### src/rtl/burst_pkg.sv
package burst_pkg;

   // width of the window for each length code; code 3 means the full page
   function automatic int unsigned win_bytes(input logic [1:0] code, input int unsigned col_w);
      case (code)
         2'd0:    win_bytes = 16;
         2'd1:    win_bytes = 32;
         2'd2:    win_bytes = 64;
         default: win_bytes = 1 << col_w;
      endcase
   endfunction

   typedef struct packed {
      logic [1:0] len;
      logic       hyb;
      logic       lin;
      logic       rd;
      logic       xen;
   } burst_mode_t;

endpackage

### src/rtl/burst_col_step.sv
module burst_col_step #(
   parameter int COL_W = 10
) (
   input  logic [COL_W-1:0] col_i,
   input  logic [COL_W-1:0] first_i,
   input  logic [1:0]       len_i,
   input  logic             hyb_i,
   input  logic             lin_i,
   input  logic             done_i,
   output logic [COL_W-1:0] nxt_o,
   output logic             set_done_o,
   output logic             page_end_o
);
   localparam logic [COL_W-1:0] PAGE_LAST = '1;

   logic [COL_W-1:0] mask_tab [4];
   logic [COL_W-1:0] mask, base, inc, wrapn, jump;
   logic             full;

   for (genvar k = 0; k < 4; k++) begin : g_mask
      if (k == 3) begin : g_page
         assign mask_tab[k] = '1;
      end else begin : g_win
         assign mask_tab[k] = COL_W'((16 << k) - 1);
      end
   end

   assign full  = lin_i | (len_i == 2'd3);
   assign mask  = full ? '1 : mask_tab[len_i];
   assign base  = col_i & ~mask;
   assign inc   = col_i + COL_W'(2);
   assign wrapn = base | (inc & mask);
   assign jump  = base + mask + COL_W'(1);

   always_comb begin
      set_done_o = 1'b0;
      if (full || (hyb_i && done_i)) begin
         nxt_o = inc;
      end else if (hyb_i && (wrapn == first_i)) begin
         nxt_o      = jump;
         set_done_o = 1'b1;
      end else begin
         nxt_o = wrapn;
      end
   end

   assign page_end_o = (col_i == (PAGE_LAST - COL_W'(1)));
endmodule

### src/rtl/burst_cross_wait.sv
module burst_cross_wait #(
   parameter int WAIT_CYC = 4
) (
   input  logic clk,
   input  logic rst_n,
   input  logic clear_i,
   input  logic start_i,
   output logic busy_o,
   output logic done_o
);
   localparam int CW = $clog2(WAIT_CYC + 1);

   logic [CW-1:0] cnt_q;

   always_ff @(posedge clk or negedge rst_n) begin
      if (!rst_n)               cnt_q <= '0;
      else if (clear_i)         cnt_q <= '0;
      else if (start_i)         cnt_q <= CW'(WAIT_CYC);
      else if (cnt_q != '0)     cnt_q <= cnt_q - CW'(1);
   end

   assign busy_o = (cnt_q != '0);
   assign done_o = (cnt_q == CW'(1));

   assert_wait_len_R8: assert property (@(posedge clk) disable iff (!rst_n)
      (start_i && !clear_i) |=> (cnt_q == CW'(WAIT_CYC)));
endmodule

### src/rtl/burst_addr_seq.sv
module burst_addr_seq #(
   parameter int ROW_W    = 13,
   parameter int COL_W    = 10,
   parameter int WAIT_CYC = 4
) (
   input  logic                   clk,
   input  logic                   rst_n,
   input  logic                   load_i,
   input  logic [ROW_W+COL_W-1:0] start_addr_i,
   input  logic [1:0]             len_code_i,
   input  logic                   hybrid_i,
   input  logic                   linear_i,
   input  logic                   read_i,
   input  logic                   cross_en_i,
   input  logic                   advance_i,
   output logic [ROW_W+COL_W-1:0] addr_lo_o,
   output logic [ROW_W+COL_W-1:0] addr_hi_o,
   output logic                   valid_o,
   output logic                   cross_wait_o
);
   import burst_pkg::*;

   localparam int ADDR_W = ROW_W + COL_W;

   if (COL_W < 7)    begin : g_bad_col  $error("COL_W must hold a 64-byte window"); end
   if (ROW_W < 1)    begin : g_bad_row  $error("ROW_W must be at least 1"); end
   if (WAIT_CYC < 1) begin : g_bad_wait $error("WAIT_CYC must be at least 1"); end

   logic [ROW_W-1:0] row_q;
   logic [COL_W-1:0] col_q, first_q, nxt_col;
   logic             done_q, valid_q, set_done, page_end;
   burst_mode_t      mode_q;
   logic             cross_req, wbusy, wdone, step;

   burst_col_step #(.COL_W(COL_W)) u_step (
      .col_i      (col_q),
      .first_i    (first_q),
      .len_i      (mode_q.len),
      .hyb_i      (mode_q.hyb),
      .lin_i      (mode_q.lin),
      .done_i     (done_q),
      .nxt_o      (nxt_col),
      .set_done_o (set_done),
      .page_end_o (page_end)
   );

   assign step      = valid_q & advance_i & ~load_i;
   assign cross_req = step & page_end & mode_q.lin & mode_q.rd & mode_q.xen;

   burst_cross_wait #(.WAIT_CYC(WAIT_CYC)) u_wait (
      .clk     (clk),
      .rst_n   (rst_n),
      .clear_i (load_i),
      .start_i (cross_req),
      .busy_o  (wbusy),
      .done_o  (wdone)
   );

   always_ff @(posedge clk or negedge rst_n) begin
      if (!rst_n) begin
         row_q   <= '0;
         col_q   <= '0;
         first_q <= '0;
         done_q  <= 1'b0;
         valid_q <= 1'b0;
         mode_q  <= '0;
      end else if (load_i) begin
         row_q   <= start_addr_i[ADDR_W-1:COL_W];
         col_q   <= {start_addr_i[COL_W-1:1], 1'b0};
         first_q <= {start_addr_i[COL_W-1:1], 1'b0};
         done_q  <= 1'b0;
         valid_q <= 1'b1;
         mode_q  <= '{len: len_code_i, hyb: hybrid_i, lin: linear_i,
                      rd: read_i, xen: cross_en_i};
      end else if (wdone) begin
         row_q   <= row_q + ROW_W'(1);
         col_q   <= '0;
         valid_q <= 1'b1;
      end else if (cross_req) begin
         valid_q <= 1'b0;
      end else if (step) begin
         col_q  <= nxt_col;
         done_q <= done_q | set_done;
      end
   end

   assign addr_lo_o    = {row_q, col_q};
   assign addr_hi_o    = {row_q, col_q[COL_W-1:1], 1'b1};
   assign valid_o      = valid_q;
   assign cross_wait_o = wbusy;

   assert_load_R1: assert property (@(posedge clk) disable iff (!rst_n)
      load_i |=> (valid_o && addr_lo_o == {$past(start_addr_i[ADDR_W-1:1]), 1'b0}));

   assert_hold_R2: assert property (@(posedge clk) disable iff (!rst_n)
      (valid_o && !advance_i && !load_i) |=> ($stable(addr_lo_o) && valid_o));

   assert_window_R3: assert property (@(posedge clk) disable iff (!rst_n)
      (step && !mode_q.lin && !mode_q.hyb && mode_q.len != 2'd3) |=>
      ((col_q >> $clog2(win_bytes(mode_q.len, COL_W))) ==
       ($past(col_q) >> $clog2(win_bytes(mode_q.len, COL_W)))));

   assert_cross_target_R7: assert property (@(posedge clk) disable iff (!rst_n)
      (wdone && !load_i) |=> (valid_o && col_q == '0 && row_q == $past(row_q) + ROW_W'(1)));

   assert_wait_invalid_R8: assert property (@(posedge clk) disable iff (!rst_n)
      wbusy |-> !valid_o);

   assert_write_row_R9: assert property (@(posedge clk) disable iff (!rst_n)
      (!mode_q.rd && !load_i) |=> $stable(row_q));
endmodule

### config.mk
export PLATFORM = sky130hd
export DESIGN_NAME = burst_addr_seq
export DESIGN_NICKNAME = d
export VERILOG_FILES = /design/src/rtl/burst_pkg.sv /design/src/rtl/burst_col_step.sv /design/src/rtl/burst_cross_wait.sv /design/src/rtl/burst_addr_seq.sv
export SDC_FILE = /design/constraint.sdc
export NUM_CORES = 1
export LEC_CHECK = 0
export BUFFER_PORTS_ARGS = -buffer_cell sky130_fd_sc_hd__buf_2
export CAP_MARGIN = 15
export CORE_UTILIZATION = 45
export DETAILED_ROUTE_END_ITERATION = 8
export HOLD_SLACK_MARGIN = 0.08
export PLACE_DENSITY = 0.73
export SLEW_MARGIN = 20
export SYNTH_ARGS = -nofsm -noshare
export SYNTH_HDL_FRONTEND = slang
export SYNTH_HIERARCHICAL = 1
export SYNTH_SLANG_ARGS = --single-unit
### constraint.sdc
create_clock -name clk -period 2.72 [get_ports clk]
set_input_delay 0.272 -clock clk [delete_from_list [all_inputs] [get_ports clk]]
set_output_delay 0.272 -clock clk [all_outputs]
set_load 0.03 [all_outputs]
==> flow_summary.json, run 1 <==
{
  "synth_compound_area_frac": 0.125,
  "firstDrtPassIters": 4,
  "cts_root_buf": "clkbuf_8",
  "die_area_sq_um": 6710,
  "coreArea_sq_um": 6030,
  "ys_seq_elements": 43,
  "postSynthAreaPerCell_sq_um": 9.27,
  "leakagePower_nw": 1.57,
  "mostFrequentLayoutCell": "buf_2",
  "synth_top_family_by_area": "simple AND/OR/NAND/NOR gates",
  "worstMarginPinSlew_ns": 0.964,
  "ys.warnings.count": 6,
  "ant_nets": 0,
  "wire_per_inst_um": 14.6,
  "syn2layout_area_growth_pct": 17.5,
  "syn_inst": 310,
  "crit_fanout": 8,
  "worst_ep_arrival_time_ns": 2.69,
  "synth_area_sq_um": 2870,
  "min_period_over_period": 0.923,
  "clk_path_buf_depth": 2,
  "synth-seq-area-share": 0.374,
  "die_h_um": 81.9,
  "antenna_found_initial": 0,
  "synth.area.mux_share": 0.0697,
  "grt_max_degree": 44,
  "synth_adder_area_share": 0.0261,
  "port_buffers": 78,
  "holdBufCountCts": 0,
  "tritoncts": "done",
  "rsz0062_at_grt": "false",
  "dp_cells": 439,
  "grt.overflow.total": 0,
  "vias": 2390,
  "maxCapViolations": 0,
  "htree_levels": 2,
  "relSlewSlack": 0.357,
  "crit_type": "flip-flop to flip-flop",
  "synth-simple-area-share": 0.194,
  "drc_errors": 0,
  "start_kind": "flip-flop",
  "track_usage": 0.214,
  "fmax_mhz": 398,
  "outcome": "complete, no violations",
  "clkTransAtPathRegs_ns": 0.09,
  "routabilityCongestion": 0.861,
  "end_kind": "flip-flop",
  "io_pins": 81,
  "grt_pass1_vias": 2264,
  "grt_pass1_wl_mm": 10.8,
  "finalHoldViolations": 0,
  "hold_path.class": "primary input to asynchronous set/reset pin",
  "nNetsFinal": 411,
  "layout_min_cycle_time_ns": 2.51,
  "wl_mm": 6.56,
  "slew_violations": 0,
  "setup_ws_ns": 0.209,
  "most-common-layout-cells": "buf_2 (78), dfrtp_1 (41), nand2_1 (34)",
  "dieWidth_um": 81.9,
  "rows": 28,
  "floorplan.initialDensity": 0.477,
  "required_ns": 2.90,
  "post-place-ws_ns": 0.140,
  "cts_buffers": 5,
  "syn_nets": 349,
  "drtIter0Drc": 97,
  "via_per_inst": 5.33,
  "synth_xor_xnor_area_share": 0.103,
  "layout-drive-gt1-share": 0.346,
  "hpwl_mm": 4.71,
  "finalNonFillerCells": 448,
  "yosys.cell_types.count": 51,
  "pwr_density_cell_nw_per_um2": 729,
  "fin_setup_tns_ns": 0,
  "irDropWorstVdd_mv": 0.449,
  "setup_viol": 0,
  "clock-sinks": 43,
  "clock_skew_ns": 0.00857,
  "diodes": 0,
  "clk_latency_ns": 0.30
}
## critical path, stage by stage (launching register included)
cell and delay [ns]:
dfrtp_2 0.45, and3_2 0.27, nand3_1 0.19, o31ai_1 0.43, a311oi_4 0.13, buf_4 0.19, nor3_2 0.21, o211ai_1 0.13
xnor2_1 0.15, mux2i_1 0.17, o21ai_1 0.07
## flip-flops by register name, summed over array words and instances, names as in the netlist
signal and flops:
mode_q 6, row_q 13, valid_o 1, done_q 1
first_q 9, u_wait/cnt_q 3, col_q 10
## cell type report
class                           instances  area, sq um
Multi-Input combinational cell        214         1520
Timing Repair Buffer                   92          495
Tap cell                               75         93.8
Sequential cell                        43         1080
Inverter                               16         60.1
Clock inverter                          2         60.1
Clock buffer                            6         72.6
Fill cell                             572         2650
## report_power, final
| group | internal (mW) | switching [mW] | leakage (nW) |
|---|---|---|---|
| sequential | 0.730 | 0.132 | 0.521 |
| clock | 0.367 | 0.235 | 0.0654 |
| combinational | 0.380 | 0.616 | 0.988 |
| total | 1.48 | 0.984 | 1.57 |
## worst paths after layout
kind / start / to / slack [ns] / cells past startpoint
min in group clk: start_addr_i[10] / row_q[0] / 0.18 / 3
worst min-delay path: rst_n / first_q[6] / 0.12 / 1
worst max-delay path: col_q[3] / col_q[9] / 0.21 / 10
worst max register to register: col_q[3] / col_q[9] / 0.21 / 10
worst min register to register: mode_q[1] / mode_q[1] / 0.51 / 1
max in group asynchronous: rst_n / col_q[3] / 1.95 / 1
## layer usage
layer  vias up  GRT usage  routed length [um]
met5         -          0                   0
met4         0     0.0509                  48
met3         5     0.0456                 319
met2        77      0.369                3210
met1      1153      0.271                2980
li1       1155          -                   -
## cell usage after synthesis (all sizes together)
cell	count	area share
a2111oi	1	0.0052
a211o	1	0.0030
a211oi	2	0.0052
a21o	3	0.0078
a21oi	6	0.010
a22o	1	0.0030
a311oi	1	0.0091
a31oi	2	0.0044
and2b	1	0.0026
and3	2	0.0044
and4	3	0.0091
buf	30	0.075
clkbuf	7	0.0091
conb	2	0.0026
dfrtp	43	0.37
ha	6	0.026
inv	16	0.021
mux2	8	0.031
mux2i	11	0.038
nand2	34	0.044
nand2b	3	0.0091
nand3	6	0.010
nand3b	1	0.0026
nand4	6	0.020
nand4bb	2	0.0078
nor2	17	0.023
nor2b	3	0.0065
nor3	7	0.014
nor3b	3	0.012
nor4	7	0.022
o2111ai	1	0.0030
o211ai	2	0.0070
o21ai	33	0.057
o21bai	1	0.0026
o31ai	1	0.0026
o41a	1	0.0039
or2	1	0.0022
or3	2	0.0044
xnor2	23	0.070
xor2	10	0.033
## per-stage QoR
stage	total power, mW	cell area [sq um]	hold slack (ns)	util
floorplan	1.65	2870	-0.0236	-
global placement	1.82	3210	0.477	0.533
detailed placement	1.85	3210	0.486	0.533
CTS	2.46	3350	0.161	0.555
global route	2.61	3380	0.186	0.560
finish	2.46	3380	0.117	0.560
## kinds of logic (layout without fill, tap and decap cells)
group,after synthesis,after routing
AO/OA/AOI/OAI,56,56
XOR/XNOR,33,33
adder cells (fa/ha/maj),6,6
buffers and inverters,53,116
flip-flops,43,43
multiplexers,19,19
other,2,2
AND/OR/NAND/NOR,98,98
## repair_timing
action / 4_1_cts / 5_1_grt
setup endpoints to repair: 0 / 5
resized for setup: 0 / 7
setup buffers: 0 / 1
No activity file was read; power rests on OpenSTA's default activity.
==> inputs of run 2 (changes only) <==
Settings changed: PLACE_DENSITY 0.73 to 0.72, REMOVE_ABC_BUFFERS set to 1, SYNTH_HIERARCHICAL 1 to not set.
==> run 2 against run 1 <==
Against the previous run: flip-flop and latch count decreased by 1; synthesized cell count increased by 7.4%; cell count rose by 5.1%; setup slack lost 0.028 ns; global-route usage decreased by 0.82 points; first-iteration DRC count up 31%; via count is 7.0% higher; synthesized area increased by 0.48%; sequential share of layout area decreased by 0.55 points; critical path type unchanged; largest power group unchanged.
==> flow_summary.json, run 2 <==
{
  "outcome": "complete, no violations",
  "yosysMostFrequentCell": "dfrtp_1",
  "most-common-layout-cells": "buf_2 (77), dfrtp_1 (42), nand2_1 (36)",
  "tritoncts": "done",
  "track_usage": 0.206,
  "io_pins": 81,
  "ys.warnings.count": 0,
  "synth_edf_count": 0,
  "layout_min_cycle_time_ns": 2.54,
  "cp_slowest_stage_delay_ns": 0.38,
  "crit_fanout": 8,
  "reg.largest.list": "row_q (13), col_q (9), first_q (9)",
  "intPower_mw": 1.44,
  "irDropWorstVdd_mv": 0.530,
  "layout-drive-gt1-share": 0.303,
  "synth-main-ff-cell": "dfrtp_1",
  "crit_type": "flip-flop to flip-flop",
  "antenna_found_initial": 0,
  "yosys.cell_types.count": 52,
  "hpwl_mm": 4.98,
  "rr_worst_depth": 8,
  "htree_levels": 2,
  "ant_nets": 0,
  "diodes": 0,
  "path_buf_inv": 0,
  "wl_mm": 6.66,
  "totalPowerFinal_mw": 2.52,
  "pwr_density_cell_nw_per_um2": 752,
  "firstDrtPassIters": 4,
  "power_frac_comb": 0.464,
  "hold_path.class": "primary input to asynchronous set/reset pin",
  "clk_path_buf_depth": 2,
  "synth_top_cell_area_share": 0.364,
  "via_per_inst": 5.43,
  "finalHoldViolations": 0,
  "rsz0062_at_grt": "false",
  "rows": 28,
  "dp_cells": 461,
  "die_h_um": 82.1,
  "drtIter0Drc": 127,
  "cp_top_family": "compound AO/OA/AOI/OAI gates",
  "p_sw_mw": 1.08,
  "grt.overflow.total": 0,
  "wire_per_inst_um": 14.1,
  "nNetsFinal": 434,
  "largest_register_ff_count": 13,
  "setup_viol": 0,
  "cts_buffers": 5,
  "crit_cells": 8,
  "slew_violations": 0,
  "crit_path_start": "col_q[1]",
  "r2r-start": "col_q[1]",
  "drc_errors": 0,
  "ys_seq_elements": 42,
  "holdBufCountCts": 0,
  "end_kind": "flip-flop",
  "clkTransAtPathRegs_ns": 0.08,
  "clock_skew_ns": 0.00502,
  "routabilityCongestion": 0.916,
  "top_register": "row_q",
  "die_area_sq_um": 6740,
  "switching_share": 0.428,
  "grt_pass1_wl_mm": 10.6,
  "finalNonFillerCells": 471,
  "async_flop_share": 1.00,
  "syn_inst": 333,
  "postSynthAreaPerCell_sq_um": 8.67,
  "synth_area_sq_um": 2890,
  "mostFrequentLayoutCell": "buf_2",
  "dieWidth_um": 82.1,
  "seq_power_share": 0.340,
  "clock-sinks": 42,
  "min_period_over_period": 0.933,
  "synthTopCellsByArea": "dfrtp_1 (36%), buf_4 (7.0%), o21ai_0 (4.9%)",
  "syn2layout_area_growth_pct": 15.9,
  "synth_top_cell_by_area": "dfrtp_1",
  "fmax_mhz": 394,
  "leakagePower_nw": 1.53,
  "required_ns": 2.90,
  "cts_root_buf": "clkbuf_8",
  "slowest_stage": "or3_1",
  "start_kind": "flip-flop",
  "synth.top_cells.by_count": "dfrtp_1 (42), nand2_1 (36), o21ai_0 (28), buf_4 (27), nor2_1 (27)",
  "grt_max_degree": 43,
  "clk_latency_ns": 0.29,
  "relSlewSlack": 0.365,
  "floorplan.initialDensity": 0.476,
  "fillers": 586,
  "coreArea_sq_um": 6060,
  "worstPathCellList": "ha_1 -> nand3_1 -> or3_1 -> a221oi_2 -> o2111ai_2 -> xnor2_1 -> and3_1 -> o31a_1",
  "maxCapViolations": 0,
  "port_buffers": 77,
  "grt_pass1_vias": 2256,
  "synth-seq-area-share": 0.364,
  "worstMarginPinSlew_ns": 0.953,
  "vias": 2558,
  "pwr-share-clk": 0.196,
  "worst_ep_arrival_time_ns": 2.72
}
[run 2: changes by cell type after synthesis, moves of 4 or more]
cell / change
nand3_1: +4
nor2_1: +11
or3_1: +4
o21ai_1: -16
mux2i_1: -9
nor3_1: +4
o21ai_0: +13
nand4_1: +4
a21oi_1: +4
xnor2_1: -8
[run 2: through the flow]
step | cell area [sq um] | hold slack [ns] | utilization | worst slack (ns) | TNS (ns)
detailed placement | 3220 | 0.482 | 0.531 | 0.143 | 0
global placement | 3220 | 0.474 | 0.531 | 0.211 | 0
finish | 3350 | 0.121 | 0.552 | 0.181 | 0
floorplan | 2610 | -0.0236 | - | -0.138 | -0.336
CTS | 3330 | 0.169 | 0.549 | 0.133 | 0
global route | 3350 | 0.173 | 0.552 | 0.0114 | 0
[run 2: timing repair]
action                                  CTS  global route
gates resized for setup                   0             1
setup buffers                             0             2
endpoints found under the setup margin    0             3
endpoints found under the hold margin     0             0
[run 2: logic make-up (layout without fill, tap and decap cells)]
kind of cell,Yosys count,after routing,synth area share
xor gates and xnor gates,27,27,0.0867
and+or+nand+nor,119,119,0.204
buffers and inverters,55,118,0.113
adders and majority gates,6,6,0.0260
DFF,42,42,0.364
other,2,2,0.00260
muxes,11,11,0.0420
AOI/OAI and AO/OA,71,71,0.162
[run 2: routing by layer]
| layer | GRT usage | vias up | wire [um] |
|---|---|---|---|
| li1 | - | 1262 | - |
| met1 | 0.275 | 1176 | 2950 |
| met2 | 0.342 | 114 | 3110 |
| met3 | 0.0341 | 6 | 525 |
| met4 | 0.0561 | 0 | 66 |
| met5 | 0 | - | 0 |
[run 2: final cells by class]
type	count	area (sq um)	area share
multi-input combinational	236	1520	0.453
tap	75	93.8	0.0280
inverter	14	52.6	0.0157
sequential	42	1050	0.314
clock inverter	1	30.0	0.00897
clock buffer	7	76.3	0.0228
timing repair buffer	96	528	0.158
[run 2: path summary, 6_finish.rpt]
kind                       slack (ns)        end
hold / removal                   0.12   row_q[3]
min in group clk                 0.18   row_q[9]
setup reg to reg                 0.18   col_q[4]
hold reg to reg                  0.53  mode_q[0]
setup / recovery                 0.18   col_q[4]
max in group asynchronous        2.00   col_q[5]
[run 2: power by group through the flow]
| stage | registers (mW) | clock network [mW] | logic, mW |
|---|---|---|---|
| floorplan | 1.12 | 0 | 0.530 |
| global placement | 0.863 | 0 | 1.15 |
| detailed placement | 0.869 | 0 | 1.17 |
| CTS | 0.858 | 0.511 | 1.17 |
| global route | 0.880 | 0.536 | 1.29 |
| finish | 0.857 | 0.492 | 1.17 |
